[config.mk]
export PLATFORM = sky130hd
export DESIGN_NAME = los_detector
export DESIGN_NICKNAME = d
export VERILOG_FILES = /design/src/rtl/los_detector.sv
export SDC_FILE = /design/constraint.sdc
export NUM_CORES = 1
export LEC_CHECK = 0
export BUFFER_PORTS_ARGS = -buffer_cell sky130_fd_sc_hd__clkbuf_2
export CAP_MARGIN = 25
export CORE_MARGIN = 2
export CORE_UTILIZATION = 35
export DETAILED_ROUTE_END_ITERATION = 6
export GPL_ROUTABILITY_DRIVEN = 1
export PLACE_DENSITY_LB_ADDON = 0.25
export SLEW_MARGIN = 20
export SYNTH_ARGS = -nofsm -noshare
export SYNTH_HDL_FRONTEND = slang
export SYNTH_SLANG_ARGS = --single-unit
export TNS_END_PERCENT = 1
[constraint.sdc]
create_clock -name clk -period 2.3 [get_ports clk]
set_clock_uncertainty 0.05 [all_clocks]
set_input_delay 0.23 -clock clk [delete_from_list [all_inputs] [get_ports clk]]
set_output_delay 0.23 -clock clk [all_outputs]
set_load 0.02 [all_outputs]
[src/rtl/los_detector.sv]
module los_detector #(
  parameter int TMIN = 16,
  parameter int TMAX = 4096
) (
  input  logic                          clk,
  input  logic                          rst_n,
  input  logic                          bit_en,
  input  logic                          bit_in,
  input  logic [$clog2(TMAX+1)-1:0]     t_len,
  input  logic [$clog2(TMAX+1)-1:0]     m_ones,
  input  logic                          sim_en,
  input  logic                          irq_clr,
  output logic                          los,
  output logic                          los_irq
);
  localparam int CW = $clog2(TMAX+1);
  localparam logic [CW-1:0] T_LO  = CW'(TMIN);
  localparam logic [CW-1:0] T_HI  = CW'(TMAX);
  localparam logic [CW:0]   ONE_W = (CW+1)'(1);

  logic [CW-1:0] t_eff;
  logic [CW-1:0] zrun, win, ones;
  logic          los_q, los_nxt, irq_q;
  logic          zero_hit, enough_ones, win_end;

  assign t_eff = (t_len < T_LO) ? T_LO : ((t_len > T_HI) ? T_HI : t_len);

  assign zero_hit    = bit_en && !bit_in && (({1'b0, zrun} + ONE_W) >= {1'b0, t_eff});
  assign enough_ones = bit_en && bit_in && (({1'b0, ones} + ONE_W) >= {1'b0, m_ones});
  assign win_end     = (win == t_eff - CW'(1));

  always_comb begin
    if (sim_en)      los_nxt = 1'b1;
    else if (!los_q) los_nxt = zero_hit;
    else             los_nxt = !enough_ones;
  end

  always_ff @(posedge clk or negedge rst_n) begin
    if (!rst_n) begin
      zrun <= '0;
    end else if (bit_en) begin
      if (bit_in)              zrun <= '0;
      else if (zrun != t_eff)  zrun <= zrun + CW'(1);
    end
  end

  always_ff @(posedge clk or negedge rst_n) begin
    if (!rst_n) begin
      win  <= '0;
      ones <= '0;
    end else if (!los_q || sim_en) begin
      win  <= '0;
      ones <= '0;
    end else if (bit_en) begin
      if (win_end) begin
        win  <= '0;
        ones <= '0;
      end else begin
        win  <= win + CW'(1);
        ones <= ones + CW'(bit_in);
      end
    end
  end

  always_ff @(posedge clk or negedge rst_n) begin
    if (!rst_n) begin
      los_q <= 1'b0;
      irq_q <= 1'b0;
    end else begin
      los_q <= los_nxt;
      irq_q <= (los_nxt && !los_q) || (irq_q && !irq_clr);
    end
  end

  assign los     = los_q;
  assign los_irq = irq_q;
endmodule


=== Yosys cells after proc, flatten, opt, wreduce, memory -nomap -nowiden ===
Cells that the tools add are included.

* Input port bits: 32
* Output and inout bits: 2
* Register bits: 41

* Equal/unequal tests: 2
* Add/subtract/negate cells: 6
* Magnitude comparators: 4
* Reductions and logical operators: 15
* Mux-type cells: 12

{| class="wikitable"
|+ Operators with widths
! operator !! number
|-
| 13-bit two-way mux || 10
|-
| 13-bit by 1-bit adder with 14-bit output (second input constant) || 2
|-
| 14-bit by 13-bit greater-or-equal comparator with 1-bit output || 2
|-
| 13-bit by 1-bit adder with 13-bit output (second input constant) || 2
|-
| 13-bit by 1-bit adder with 13-bit output || 1
|-
| 13-bit == test || 1
|-
| 13-bit > comparator (second input constant) || 1
|-
| 13-bit by 5-bit less-than comparator with 1-bit output (second input constant) || 1
|-
| 13-bit inequality test || 1
|-
| 13-bit by 1-bit subtractor with 13-bit output (second input constant) || 1
|-
| 1-bit logical AND || 6
|-
| 1-bit logical NOT || 4
|-
| 2-bit nonzero test || 2
|-
| 1-bit logical OR || 2
|-
| 1-bit two-way mux || 2
|-
| 2-bit AND reduction || 1
|}

=== Depth between registers and ports, before layout ===
Gate-level depths: netlist (run 1).

* Depth after elaboration: 9
* Mapped depth: 14

=== Least setup slack after synthesis (run 1) ===
No wires, ideal clock.

* Kind: input to register
* Start: input t_len[12]
* End: register win[5]
* Slack: -1.036 ns
* Setup time: 0.119 ns
* Stages on the path: 13
* Data arrival time: 3.167 ns
* Required time: 2.131 ns
* Cell sequence: clkbuf_1 -> clkbuf_1 -> a211oi_1 -> inv_1 -> ha_1 -> xnor2_1 -> and4_1 -> o21ai_0 -> a221o_1 -> or4_4 -> o41ai_4 -> buf_6 -> nor2_1

* Cells in the longest elaborated chain, start to end: 8
* Elaborated cells on any way between the ends: 9
* Classes of those cells: add/sub: 1; order compare: 2; eq/ne: 1; mux: 5

{| class="wikitable"
|+ RTL lines
! item !! RTL line !! source
|-
| start, declared || 9 || <nowiki>input logic [$clog2(TMAX+1)-1:0] t_len,</nowiki>
|-
| 13-bit > comparator || 26 || <nowiki>assign t_eff = (t_len < T_LO) ? T_LO : ((t_len > T_HI) ? T_HI : t_len);</nowiki>
|-
| 13-bit two-way mux || 26 ||
|-
| 13-bit two-way mux (*) || 26 ||
|-
| 13-bit by 1-bit subtractor with 13-bit output (*) || 30 || <nowiki>assign win_end = (win == t_eff - CW'(1));</nowiki>
|-
| 13-bit == test (*) || 30 ||
|-
| 13-bit two-way mux (*) || 55 || <nowiki>if (win_end) begin</nowiki>
|-
| 13-bit two-way mux (*) || 54 || <nowiki>end else if (bit_en) begin</nowiki>
|-
| 13-bit two-way mux (*) || 51 || <nowiki>end else if (!los_q || sim_en) begin</nowiki>
|-
| end signal, assigned || 59 || <nowiki>win <= win + CW'(1);</nowiki>
|-
| end, declared || 22 || <nowiki>logic [CW-1:0] zrun, win, ones;</nowiki>
|}

Every way passes the cells marked *; elsewhere a longest branch is shown, timed or not. The select of a mux whose other input is x is not followed.
A chain may end at the register's enable or synchronous reset.

=== Worst setup path after layout (run 1) ===
* Start: input t_len[11]
* End: register win[1]

Same word-level chain as after synthesis.

==> impl_results.md, run 1 <==
- HPWL after DPL: 7850 um
- Worst Hold Launch: irq_clr
- Top_reg_cell synth: dfrtp_1
- Seq cells post-synth: 41
- Syn-to-layout area delta: 31.7%
- Die area: 0.0117 sq mm
- CTS clk-pin slew, worst paths: 0.09 ns
- Chip width: 108 um
- Post-DRT Antenna Nets: 0
- Worst hold stages: 2
- Met2 Usage GRT: 29.0%
- Largest net degree at the start of global routing: 23
- ANT cells: 0
- Gr busiest metal: met2
- Cell Area, Synth: 0.00378 sq mm
- Clk Latency, worst-skew pair: 0.30 ns
- R2R setup slack: -0.25 ns
- Final worst slack: -0.487 ns
- Post-DR wirelength/cell: 13.6 um
- Critical Path Start Type: input pin
- Hold violation total from the final report: 0
- # IOs: 34
- Cells after synthesis: 468
- Row count: 37
- Unrepaired setup endpoints after global routing: true
- Crit Path Category: in2reg
- Place WS: -0.919 ns
- CP max-delay cell: or4_4
- Detailed Route WL: 9790 um
- 1st-iter DRT viols: 128
- Critical register-to-register path endpoint: win[1]
- Hold Path Sink: los_irq
- Final core utilization: 47.8%
- Worst reg2reg path depth: 7
- Layout cells sized above 1: 28.4%
- Sequential area share after synthesis: 27.1%
- # setup viols final: 40
- Initial core utilization: 36.3%
- First-pass GRT wire length: 17100 um
- Final global-route overflow total: 0
- Tcrit/Tclk final: 121%
- Nets: 643
- Synth top area cells: dfrtp_1 27%, ha_1 10%, xor2_1 7.6%
- Async SR Flop Fraction: 100%
- Clk buf depth: 2
- Worst VDD drop: 0.245 mV
- Clk sinks: 41
- Syn_area_per_cell: 8.08 sq um
- HP Class: in2reg
- Crit path time final: 2.79 ns
- Avg Vias per Cell: 5.09
- Slew @ Worst Pin: 0.483 ns
- Number of vias in the routed layout: 3652
- Leak Pwr: 2.39 nW
- Violated checks: setup timing
- Total GRT Usage: 18.1%
- Reg2reg start: win[2]
- DR pass1 iterations: 4
- Grt met1 use: 25.5%
- Vias in the first global route: 3615
- FILL cells: 1054
- Yosys cell types: 54
- Critical path capture point type: register
- Critical Path Max Stage Delay: 0.50 ns
- Synthesis warning total: 0
- Core ar.: 0.0104 sq mm
- TritonCTS clock tree: done
- Top-area cell type share of the netlist area: 27.1%
- Clock root buffer: clkbuf_8
- GP Congestion: 0.864
- Inserted Clock Buffers: 5
- CTS HTree Levels: 2
- Fmax: 0.359 GHz
- CP required: 2.44 ns
- Critical Path AT: 2.93 ns
- CP Cell Sequence: clkbuf_2 -> nor4_4 -> a211oi_2 -> inv_2 -> ha_4 -> xnor2_2 -> and4_1 -> o21ai_1 -> a221o_1 -> or4_4 -> or3_4 -> a22o_1
- Post-route DRC: 0
- Slew margin rel.: 67.8%
- Met3 Track Usage GR: 2.23%
- Max-slew violations: 0
- Status: finished with violations
- Yosys top cell by area: dfrtp_1
- Max Fanout on Critical Path: 4
- Pwr Density: 395 mW/mm^2
- Die Y: 108 um
- Post-synth EDFFs: 0
- Antenna violations before repair: 0
- Input/output buffers: 33
- # Max-Cap Violations: 0
- Mapped Nets: 531
[logic make-up (layout without fill, tap and decap cells)]
logic type / after synthesis / in the layout / share of synthesized area, %
and+or+nand+nor: 199 / 199 / 27.1
AOI/OAI and AO/OA: 83 / 83 / 15.0
xor gates and xnor gates: 64 / 64 / 14.8
buffers and inverters: 49 / 162 / 5.49
DFF: 41 / 41 / 27.1
adders and majority gates: 31 / 31 / 10.3
muxes: 1 / 1 / 0.265
[what timing repair did]
action	in CTS	in global routing
pin swaps	7	2
endpoints found under the hold margin	15	0
setup endpoints to repair	41	41
gates resized for setup	12	9
buffers inserted	2	0
hold buffers	1	0
[synthesized netlist by cell type, types with 2 or more instances]
master	instances
nand2_1	54
nor2_1	50
dfrtp_1	41
xor2_1	33
ha_1	31
xnor2_1	31
inv_1	26
o21ai_0	23
nand3_1	19
clkbuf_1	15
a21oi_1	12
nor3_1	12
nand4_1	11
and3_1	10
a31oi_1	8
nand2b_1	8
a21o_1	7
a22o_1	6
a211oi_1	4
and4_1	4
buf_2	4
nor2b_1	4
o211ai_1	4
nand3b_1	3
nor3b_1	3
nor4_1	3
or3_1	3
or4_1	3
a311oi_1	2
a32oi_1	2
and2_1	2
buf_6	2
nor4_4	2
o22ai_1	2
o311ai_0	2
o31ai_1	2
or2_2	2
or4_4	2
[stage by stage]
stage	hold slack, ns	std cells	power (mW)	TNS, ns	area, sq um
6_report	0.0649	717	1.97	-13.08	4980
5_1_grt	0.0847	717	2.08	-18.77	4980
4_1_cts	0.0634	717	1.99	-13.03	4960
3_5_place_dp	0.161	706	1.24	-29.94	4750
3_3_place_gp	0.150	706	1.23	-26.33	4750
2_1_floorplan	-0.116	468	1.04	-24.66	3830
[registers in the layout (all words and copies together) (netlist names)]
register and cells:
zrun 13, win 13, ones 13, los 1, los_irq 1
[routing by layer]
layer  part of all wire (%)  vias to the layer above
met3                    3.4                       12
li1                       -                     1874
met4                    2.0                        0
met1                     50                     1704
met5                      0                        -
met2                     45                       62
[worst max-delay path, delay by kind of cell]
| kind | cells | cell delay [ns] |
|---|---|---|
| adder cells (fa/ha/maj) | 1 | 0.15 |
| XOR/XNOR | 1 | 0.13 |
| AND/OR/NAND/NOR | 4 | 1.47 |
| AO/OA/AOI/OAI | 4 | 0.75 |
| buffers and inverters | 2 | 0.21 |
[worst max-delay path by stage]
stage              start     end  slack [ns]  cells after the start
2_1_floorplan  t_len[10]  win[1]       -0.77                     12
3_3_place_gp   t_len[11]  win[1]       -0.82                     12
3_5_place_dp   t_len[11]  win[1]       -0.92                     12
4_1_cts         t_len[8]  win[1]       -0.49                     12
5_1_grt        t_len[11]  win[1]       -0.63                     12
6_report       t_len[11]  win[1]       -0.49                     12
[cell type report]
type | count | area [sq um] | area share (%)
inverters | 27 | 101 | 2.03
multi-input cells | 378 | 2650 | 53.2
well taps | 136 | 170 | 3.42
flip-flops and latches | 41 | 1030 | 20.7
repair buffers | 127 | 890 | 17.9
clock inverters | 3 | 68.8 | 1.38
clock buffers | 5 | 68.8 | 1.38
[placed cells by master (no fill, tap or decap), types with 3 or more instances in the layout]
cell | netlist | layout
o211ai_1 | 4 | 4
nand3_1 | 19 | 17
a211oi_1 | 4 | 3
xor2_1 | 33 | 33
buf_4 | 1 | 91
clkbuf_2 | 0 | 33
nor2_1 | 50 | 48
nor3_1 | 12 | 11
o21ai_0 | 23 | 22
nand3b_1 | 3 | 3
inv_1 | 26 | 25
nand2b_1 | 8 | 8
clkbuf_8 | 0 | 5
a21oi_1 | 12 | 11
a31oi_1 | 8 | 7
and4_1 | 4 | 4
dfrtp_2 | 0 | 4
a21o_1 | 7 | 7
nor2b_1 | 4 | 4
a22o_1 | 6 | 6
or4_1 | 3 | 3
nor4_1 | 3 | 3
nand2_1 | 54 | 53
nor4_4 | 2 | 3
xnor2_1 | 31 | 29
ha_1 | 31 | 29
dfrtp_1 | 41 | 37
nand4_1 | 11 | 11
or3_1 | 3 | 3
and3_1 | 10 | 9
[power by group]
part,total (mW),switching (mW),internal [mW]
logic,0.472,0.241,0.231
registers,0.776,0.0340,0.742
clock network,0.718,0.281,0.437
Note: power is estimated with default switching activity, not from simulation.
==> run 2, diff against run 1 <==
--- a/config.mk
+++ b/config.mk
@@ -5,12 +5,16 @@
 export SDC_FILE = /design/constraint.sdc
 export NUM_CORES = 1
 export LEC_CHECK = 0
+export ABC_AREA = 1
 export BUFFER_PORTS_ARGS = -buffer_cell sky130_fd_sc_hd__clkbuf_2
 export CAP_MARGIN = 25
+export CELL_PAD_IN_SITES_DETAIL_PLACEMENT = 1
+export CELL_PAD_IN_SITES_GLOBAL_PLACEMENT = 1
 export CORE_MARGIN = 2
 export CORE_UTILIZATION = 35
 export DETAILED_ROUTE_END_ITERATION = 6
 export GPL_ROUTABILITY_DRIVEN = 1
+export HOLD_SLACK_MARGIN = 0.03
 export PLACE_DENSITY_LB_ADDON = 0.25
 export SLEW_MARGIN = 20
 export SYNTH_ARGS = -nofsm -noshare
==> run 2 against run 1 <==
  * Critical path depth increased by 10
  * Highest routed layer unchanged
  * Largest cell class unchanged
  * Cell count is 29% higher
  * The flow still finishes with violations (setup timing)
  * Sequential share of layout area down 2.5 points
  * Critical endpoint is now los
  * Worst hold slack better by 0.053 ns
  * Die area rose by 6.1%
  * Largest power group unchanged
  * Register-to-register slack worse by 0.18 ns
  * Non-clock buffer count is 25 higher
  * Clock-buffer cell count is the same
  * Clock power hardly changed
  * Combinational power is 10% higher
  * Global-route usage increased by 4.5 points
  * Power rose by 0.95%
==> impl_results.md, run 2 <==
- Commonest non-fill, non-tap cell in the layout: nand2_1
- Total GRT Usage: 22.6%
- CP required: 2.44 ns
- Most common cell in the netlist: nand2_1
- Inserted Clock Buffers: 5
- Critical Path Start Type: register
- CTS clk-pin slew, worst paths: 0.07 ns
- Hold violation total from the final report: 0
- Largest registers: ones x13, win x13, zrun x13
- Mapped Nets: 697
- Tcrit/Tclk final: 119%
- Max Fanout on Critical Path: 3
- Top delay family on crit path: simple AND/OR/NAND/NOR gates
- Slew margin rel.: 60.3%
- 1st-iter DRT viols: 160
- Core ar.: 0.0113 sq mm
- Post-synth EDFFs: 0
- Die area: 0.0124 sq mm
- HP Class: in2reg
- GP Congestion: 0.932
- Seq cells post-synth: 41
- Avg Vias per Cell: 4.99
- FILL cells: 1488
- Number of vias in the routed layout: 4601
- Detailed Route WL: 14100 um
- # Max-Cap Violations: 0
- Pwr Density: 352 mW/mm^2
- Input/output buffers: 33
- Place WS: -0.476 ns
- Largest net degree at the start of global routing: 42
- Hold Worst Slack: 0.118 ns
- Cell Area, Synth: 0.00402 sq mm
- Yosys cell types: 35
- Syn_area_per_cell: 6.35 sq um
- Post-DRT Antenna Nets: 0
- Critical Path Max Stage Delay: 0.43 ns
- Leak Pwr: 2.92 nW
- Nets: 843
- Antenna violations before repair: 0
- Commonest cells post-synth: 208 x nand2_1, 86 x inv_1, 67 x nor2_1, 41 x dfrtp_1, 32 x nand3_1
- DR pass1 iterations: 4
- Sequential area share after synthesis: 25.5%
- CP Cell Sequence: nand4_1 -> nor2_2 -> nand2_1 -> nor2_2 -> buf_4 -> nand3_2 -> nor2_4 -> inv_1 -> nand2_1 -> inv_1 -> ha_1 -> nand2_1 -> inv_1 -> nand2_1 -> nand2_1 -> nand2_1 -> nand2_1 -> nand2_1 -> nand2_1 -> nand2_1 -> nand2_2 -> or2_4
- Final worst slack: -0.429 ns
- Worst Path Buf+Inv: 4
- CP dominant cell by count: nand2_1
- TritonCTS clock tree: done
- Synthesis warning total: 0
- Async SR Flop Fraction: 100%
- Max-slew violations: 0
- Violated checks: setup timing
- Top-area cell type share of the netlist area: 25.5%
- Layout cells sized above 1: 29.1%
- First-pass GRT wire length: 22700 um
- Row count: 39
- Worst VDD drop: 0.262 mV
- Slew @ Worst Pin: 0.596 ns
- ANT cells: 0
- Cells after synthesis: 634
- Clk sinks: 41
- Chip width: 111 um
- Commonest cells after routing, fill and taps aside: 200 x nand2_1, 115 x buf_4, 83 x inv_1
- # setup viols final: 2
- Tot Pwr: 1.98 mW
- Post-route DRC: 0
- CTS HTree Levels: 2
- Status: finished with violations
- CP max-delay cell: dfrtp_1
- Die Y: 111 um
- Critical Path AT: 2.87 ns
- Vias in the first global route: 4842
- Initial core utilization: 35.5%
- Post-DR wirelength/cell: 15.3 um
- Yosys top cell by area: dfrtp_1
- Crit path time final: 2.73 ns
- Crit Path Category: reg2reg
- HPWL after DPL: 10500 um
- Synth top area cells: dfrtp_1 25%, nand2_1 19%, ha_1 9.6%
- Fmax: 0.366 GHz
- Final core utilization: 49.9%
- Unrepaired setup endpoints after global routing: true
- Clock root buffer: clkbuf_16
- Top_reg_cell synth: dfrtp_1
- Final global-route overflow total: 0
- Clk buf depth: 2
- Critical path capture point type: register
- Clk Latency, worst-skew pair: 0.30 ns
- # IOs: 34
- Syn-to-layout area delta: 40.3%
[run 2: changes by cell type after synthesis, sizes merged, moves of 6 or more]
cell	change
o21ai	+8
a22o	-6
a21oi	+14
nand2	+164
nor2	+19
nand2b	-8
and3	-10
clkbuf	-7
xnor2	-26
inv	+63
nand4	-6
a21o	-7
nand3	+16
[run 2: routing by layer]
layer,track usage (%),part of all wire (%),up-vias
met2,40.9,51,60
met1,26.5,43,2213
met5,0,0,-
li1,-,-,2294
met3,3.17,2.1,34
met4,9.96,3.5,0
[run 2: area by class of cell]
cell class / instances / area [sq um] / area share (%)
Timing Repair Buffer: 152 / 1100 / 19.5
Multi-Input combinational cell: 491 / 2870 / 50.9
Tap cell: 143 / 179 / 3.17
Inverter: 89 / 337 / 5.96
Sequential cell: 41 / 1030 / 18.2
Clock inverter: 1 / 5.00 / 0.0887
Clock buffer: 5 / 125 / 2.22
[run 2: cells by family (layout without fill, tap and decap cells)]
group           after synthesis  count (layout)  share of synthesized area, %
flops                        41              41                          25.5
simple gates                354             354                          37.4
xor+xnor                     35              35                          7.62
buf+inv                     102             247                          10.2
fa+ha+maj                    31              31                          9.64
compound gates               71              71                          9.61
[run 2: tightest hold or removal path, delay by kind of cell]
kind | cells | cell delay, ns
buffers and inverters | 2 | 0.10
AND/OR/NAND/NOR | 2 | 0.10
[run 2: report_power, final]
part	total, mW	internal (mW)	switching, mW	leakage [nW]
Clock	0.718	0.390	0.328	0.0655
Combinational	0.519	0.225	0.295	2.29
Sequential	0.748	0.733	0.0147	0.563
Total	1.98	1.35	0.637	2.92
[run 2: path summary, 6_finish.rpt]
path,start,endpoint,slack [ns],cells after the start
max,zrun[1],los,-0.43,22
min,irq_clr,los_irq,0.12,4
max reg2reg,zrun[1],los,-0.43,22
min reg2reg,win[12],win[12],0.43,2
max in group asynchronous,rst_n,win[3],1.28,3
min in group asynchronous,rst_n,zrun[6],0.50,3
[run 2: through the flow]
step	std cells	cell area (sq um)	TNS, ns
CTS	920	5440	-4.30
finish	922	5640	-0.855
global route	922	5640	-6.70
floorplan	634	4040	-0.509
global placement	906	5150	-11.94
detailed placement	906	5150	-17.28
[run 2: repair_timing]
item | 4_1_cts | 5_1_grt
resized for setup | 23 | 37
endpoints found under the setup margin | 41 | 41
hold buffers | 1 | 0
buffers inserted | 7 | 3
pin swaps | 26 | 24
endpoints found under the hold margin | 41 | 0
